===== src/rtl/segdrv_pkg.sv =====
package segdrv_pkg;

  typedef struct packed {
    logic blank;
    logic lamp;
  } drv_strobe_t;

  // lit-segment pattern, bit 0 = a ... bit 6 = g
  function automatic logic [6:0] glyphOf(input logic [3:0] code);
    logic [6:0] lit;
    case (code)
      4'd0:    lit = 7'h3F;
      4'd1:    lit = 7'h06;
      4'd2:    lit = 7'h5B;
      4'd3:    lit = 7'h4F;
      4'd4:    lit = 7'h66;
      4'd5:    lit = 7'h6D;
      4'd6:    lit = 7'h7D;
      4'd7:    lit = 7'h07;
      4'd8:    lit = 7'h7F;
      4'd9:    lit = 7'h6F;
      4'd10:   lit = 7'h58;
      4'd11:   lit = 7'h4C;
      4'd12:   lit = 7'h62;
      4'd13:   lit = 7'h69;
      4'd14:   lit = 7'h78;
      default: lit = 7'h00;
    endcase
    return lit;
  endfunction

endpackage


===== src/rtl/segdrv_dim_ctrl.sv =====
module segdrv_dim_ctrl
  import segdrv_pkg::*;
#(
  parameter int DIM_W = 8
) (
  input  logic             clk,
  input  logic             rst_n,
  input  logic [DIM_W-1:0] brightness,
  input  logic             blankN,
  input  logic             lampTestN,
  output drv_strobe_t      strb,
  output logic [DIM_W-1:0] dimCnt
);

  logic dimHit;

  always_ff @(posedge clk or negedge rst_n) begin
    if (!rst_n) dimCnt <= '0;
    else        dimCnt <= dimCnt + 1'b1;
  end

  assign dimHit     = (dimCnt >= brightness);
  assign strb.blank = ~blankN | dimHit;
  assign strb.lamp  = ~lampTestN;

endmodule


===== src/rtl/segdrv_digit.sv =====
module segdrv_digit
  import segdrv_pkg::*;
(
  input  logic [3:0]  code,
  input  logic        rbiN,
  input  drv_strobe_t strb,
  output logic [6:0]  segN,
  output logic        rboN
);

  logic zeroSup;

  assign zeroSup = ~rbiN & (code == 4'd0) & ~strb.lamp;
  assign rboN    = ~zeroSup;

  always_comb begin
    if (strb.blank)     segN = 7'h7F;
    else if (strb.lamp) segN = 7'h00;
    else if (zeroSup)   segN = 7'h7F;
    else                segN = ~glyphOf(code);
  end

endmodule


===== src/rtl/segdrv_digit_row.sv =====
module segdrv_digit_row
  import segdrv_pkg::*;
#(
  parameter int NUM_DIGITS = 4,
  localparam int BCD_W = 4 * NUM_DIGITS,
  localparam int SEG_W = 7 * NUM_DIGITS
) (
  input  logic [BCD_W-1:0]      bcdIn,
  input  drv_strobe_t           strb,
  output logic [SEG_W-1:0]      segN,
  output logic [NUM_DIGITS-1:0] zeroBlankN
);

  logic [NUM_DIGITS-1:0] rbiN;

  for (genvar i = 0; i < NUM_DIGITS; i++) begin : g_digit
    if (i == 0) begin : g_lsd
      assign rbiN[i] = 1'b1;
    end else if (i == NUM_DIGITS - 1) begin : g_msd
      assign rbiN[i] = 1'b0;
    end else begin : g_mid
      assign rbiN[i] = zeroBlankN[i+1];
    end

    segdrv_digit u_digit (
      .code (bcdIn[4*i +: 4]),
      .rbiN (rbiN[i]),
      .strb (strb),
      .segN (segN[7*i +: 7]),
      .rboN (zeroBlankN[i])
    );
  end

endmodule


===== src/rtl/segdrv_top.sv =====
module segdrv_top
  import segdrv_pkg::*;
#(
  parameter int NUM_DIGITS = 4,
  parameter int DIM_W      = 8
) (
  input  logic                    clk,
  input  logic                    rst_n,
  input  logic [4*NUM_DIGITS-1:0] bcdIn,
  input  logic [DIM_W-1:0]        brightness,
  input  logic                    blankN,
  input  logic                    lampTestN,
  output logic [7*NUM_DIGITS-1:0] segN,
  output logic [NUM_DIGITS-1:0]   zeroBlankN
);

  drv_strobe_t      strb;
  logic [DIM_W-1:0] dimCnt;

  segdrv_dim_ctrl #(.DIM_W(DIM_W)) u_ctrl (
    .clk        (clk),
    .rst_n      (rst_n),
    .brightness (brightness),
    .blankN     (blankN),
    .lampTestN  (lampTestN),
    .strb       (strb),
    .dimCnt     (dimCnt)
  );

  segdrv_digit_row #(.NUM_DIGITS(NUM_DIGITS)) u_row (
    .bcdIn      (bcdIn),
    .strb       (strb),
    .segN       (segN),
    .zeroBlankN (zeroBlankN)
  );

endmodule


===== config.mk =====
export PLATFORM = sky130hd
export DESIGN_NAME = segdrv_top
export DESIGN_NICKNAME = d
export VERILOG_FILES = /design/src/rtl/segdrv_pkg.sv /design/src/rtl/segdrv_dim_ctrl.sv /design/src/rtl/segdrv_digit.sv /design/src/rtl/segdrv_digit_row.sv /design/src/rtl/segdrv_top.sv
export SDC_FILE = /design/constraint.sdc
export NUM_CORES = 1
export LEC_CHECK = 0
export ABC_CLOCK_PERIOD_IN_PS = 3250
export CELL_PAD_IN_SITES_DETAIL_PLACEMENT = 0
export CELL_PAD_IN_SITES_GLOBAL_PLACEMENT = 1
export CORE_ASPECT_RATIO = 0.6
export CORE_MARGIN = 1
export CORE_UTILIZATION = 29
export CTS_CLUSTER_SIZE = 20
export DETAILED_ROUTE_END_ITERATION = 8
export PLACE_DENSITY_LB_ADDON = 0.1
export REMOVE_ABC_BUFFERS = 1
export SLEW_MARGIN = 5
export SYNTH_ARGS = -nofsm -noshare
export SYNTH_HDL_FRONTEND = slang
export SYNTH_HIERARCHICAL = 1
export SYNTH_SLANG_ARGS = --single-unit

===== constraint.sdc =====
create_clock -name clk -period 3.25 [get_ports clk]
set_input_delay 0.8125 -clock clk [delete_from_list [all_inputs] [get_ports clk]]
set_output_delay 0.8125 -clock clk [all_outputs]
set_load 0.1 [all_outputs]

==> metrics.md <==
| Metric | Value |
|---|---|
| Unique cell type count in the Yosys netlist | `30` |
| Vias in the first global route | `1876` |
| Area grow syn2layout | `127.4%` |
| Register bit total from synthesis | `8` |
| Least-Margin Pin Slew | `917.8 ps` |
| Failing checks | `design-rule violations, negative setup slack` |
| Fin Setup TNS | `-3249 ps` |
| Slew Viols, Final | `0` |
| Post-synth EDFFs | `0` |
| Worst-path fanout max | `7` |
| Netlist Area Pre-Place | `0.001603 mm²` |
| Clock latency on the worst-skew pair | `230 ps` |
| RSZ-0062 raised after global routing | `yes` |
| Clock sinks | `8` |
| Asr flop ratio synth | `1.000` |
| Number of flip-flops in the largest register | `8` |
| Final Hold Viols | `0` |
| Number of top-level pins | `60` |
| Routed Antenna Nets | `0` |
| Drc violations | `6` |
| Relative slew slack | `0.3867` |
| Commonest cells in the netlist | `37 x ha_1, 25 x a21oi_1, 25 x inv_1` |
| Biggest register | `u_ctrl/dimCnt` |
| Cells after synthesis | `202` |
| Full die area | `0.005838 mm²` |
| Total track usage | `0.2032` |
| Vias | `1862` |
| CTS tree | `done` |
| Final worst slack | `-184.5 ps` |
| Final nets | `384` |
| Synth area leaders | `ha_1 29%, dfrtp_1 12%, a21oi_1 7.8%` |
| Drt total wl | `5565 µm` |
| Most frequent cell after synthesis | `ha_1` |
| FF-to-FF End | `u_ctrl/dimCnt[6]$_DFF_PN0_` |
| Largest net degree at the start of global routing | `20` |
| Drt first pass iters | `6` |
| Worst Setup End Kind | `primary output` |
| Synth top area share | `0.2888` |
| Place WS | `-825.7 ps` |
| Final setup fails | `28` |
| Total CTS buffers | `3` |
| Cell taking the most area after synthesis | `ha_1` |
| Achievable frequency | `0.2912 GHz` |
| Pwr/cell area | `268.1 mW/mm²` |
| Run status | `complete, but fails checks` |
| Clock buffer depth | `2` |
| Worst Hold Depth | `1` |
| Ys flop type | `dfrtp_1` |
| Reg2Reg Depth | `5` |
| Hold path startpoint | `u_ctrl/dimCnt[7]$_DFF_PN0_` |
| MaxCap Viol Count | `0` |
| Setup CP Type | `primary input to primary output` |
| WHS Endpoint | `u_ctrl/dimCnt[7]$_DFF_PN0_` |
| Wire length per cell | `14.53 µm` |
| Post-Syn Area per Cell | `7.935 µm²` |
| Placed cell count | `365` |
| Height of the die | `59.59 µm` |
| Sequential area share after synthesis | `0.1249` |
| Hold Path Class | `flop to flop` |
| Die X | `97.98 µm` |
| Gpl congestion | `0.8147` |
| First-pass GRT wire length | `9232 µm` |
| Worst vdd ir | `0.1700 mV` |
| Core area | `0.005180 mm²` |
| Congestion Overflow GR | `0` |
| Yosys synthesis warning count | `6` |
| Initial DRC count | `51` |
| Ant diodes | `0` |
| Share of cells above drive strength 1 | `0.5363` |
| Antenna violations before repair | `0` |
| PortBufs | `58` |
| Clock skew | `2.539 ps` |
| Critical Path RT | `2440 ps` |
| Fin cells | `383` |
| Final worst-path cycle share | `1.057` |
| DP HPWL | `3889 µm` |
| Min Tclk post-route | `3435 ps` |
| Vias per cell | `4.862` |
| P_leak | `1.649 nW` |
| Reg2reg setup slack | `1930 ps` |
| CP Launch Type | `primary input` |
| Starting density of the core | `0.3094` |
| Root buffer cell | `clkbuf_8` |
| FF-to-FF Start | `u_ctrl/dimCnt[1]$_DFF_PN0_` |
| Largest regs | `u_ctrl/dimCnt: 8 flops` |
| FP Rows | `20` |
| Worst path arrival time | `2620 ps` |
| Clock-pin slew on the worst setup and hold paths | `40 ps` |
| Max H-tree Level | `1` |
==> power by group <==
group / total, mW / switching [mW] / internal [mW]
combinational: 0.760 / 0.456 / 0.304
sequential: 0.100 / 0 / 0.100
clock: 0.117 / 0.0367 / 0.0800
==> critical path, cell delays in order <==
cell and delay (ps):
buf_6 90, inv_4 50, ha_4 190, nor2b_4 120
o211a_1 230, a211oi_2 200, o21ai_2 90, buf_6 150
a21oi_4 130, buf_6 170, buf_6 130, a21oi_4 60
buf_12 180
==> how the worst max path moves through the flow <==
stage / from / to / slack (ps) / depth (start not counted)
after floorplan: lampTestN / segN[12] / -2990 / 8
after global placement: lampTestN / segN[12] / -850 / 10
after detailed placement: lampTestN / segN[12] / -830 / 10
after CTS: brightness[1] / segN[24] / -120 / 13
after global routing: brightness[1] / segN[23] / -230 / 13
final: brightness[1] / segN[23] / -180 / 13
==> routing by layer <==
metal | track usage | share of wire | vias to the layer above
met5 | 0 | 0 | -
li1 | - | - | 937
met3 | 0.03774 | 0.039 | 2
met2 | 0.3290 | 0.44 | 40
met1 | 0.2901 | 0.52 | 883
met4 | 0.02381 | 0.0023 | 0
==> cell usage in the layout (no fill, tap or decap), drive strengths merged, types with 4 or more instances in the layout <==
| cell type | n |
|---|---|
| a31oi | 8 |
| nor3 | 4 |
| inv | 29 |
| nand2 | 13 |
| dlygate4sd2 | 10 |
| o21ai | 17 |
| nor4 | 4 |
| ha | 37 |
| nor2b | 13 |
| o31ai | 4 |
| buf | 92 |
| a21oi | 25 |
| nand2b | 4 |
| nor2 | 4 |
| clkbuf | 4 |
| dfrtp | 8 |
| mux4 | 4 |
| xnor2 | 4 |
| mux2i | 4 |
| clkdlybuf4s50 | 11 |
==> through the flow <==
step	util	instance area (µm²)	total power, mW	hold slack, ps
after CTS	0.6792	3518	0.9543	531.0
after global placement	0.5558	2879	0.7405	477.4
after global routing	0.7036	3645	1.019	543.0
final	0.7036	3645	0.9770	526.2
after detailed placement	0.5558	2879	0.7402	475.0
after floorplan	-	1583	0.4636	449.5
==> kinds of logic (layout without fill, tap and decap cells) <==
family	after synthesis	in the layout	synth area share
buf+inv	33	148	0.08040
fa+ha+maj	37	37	0.2888
mux	8	8	0.08119
xor+xnor	6	6	0.03279
other cells	2	2	0.004686
simple gates	50	50	0.1819
compound gates	58	58	0.2053
flops	8	8	0.1249
==> final cells by class <==
cell class | count | area (µm²)
inverter | 29 | 111.4
multi-input combinational | 161 | 1819
timing repair buffer | 116 | 1390
clock buffer | 3 | 41.29
tap | 66 | 82.58
fill | 374 | 1535
sequential | 8 | 200.2
==> timing repair <==
item	CTS	global route
gates resized for setup	128	19
buffers inserted	14	6
pin swaps	25	3
endpoints found under the setup margin	30	29
hold buffers	0	0
Note: power is estimated with default switching activity, not from simulation.
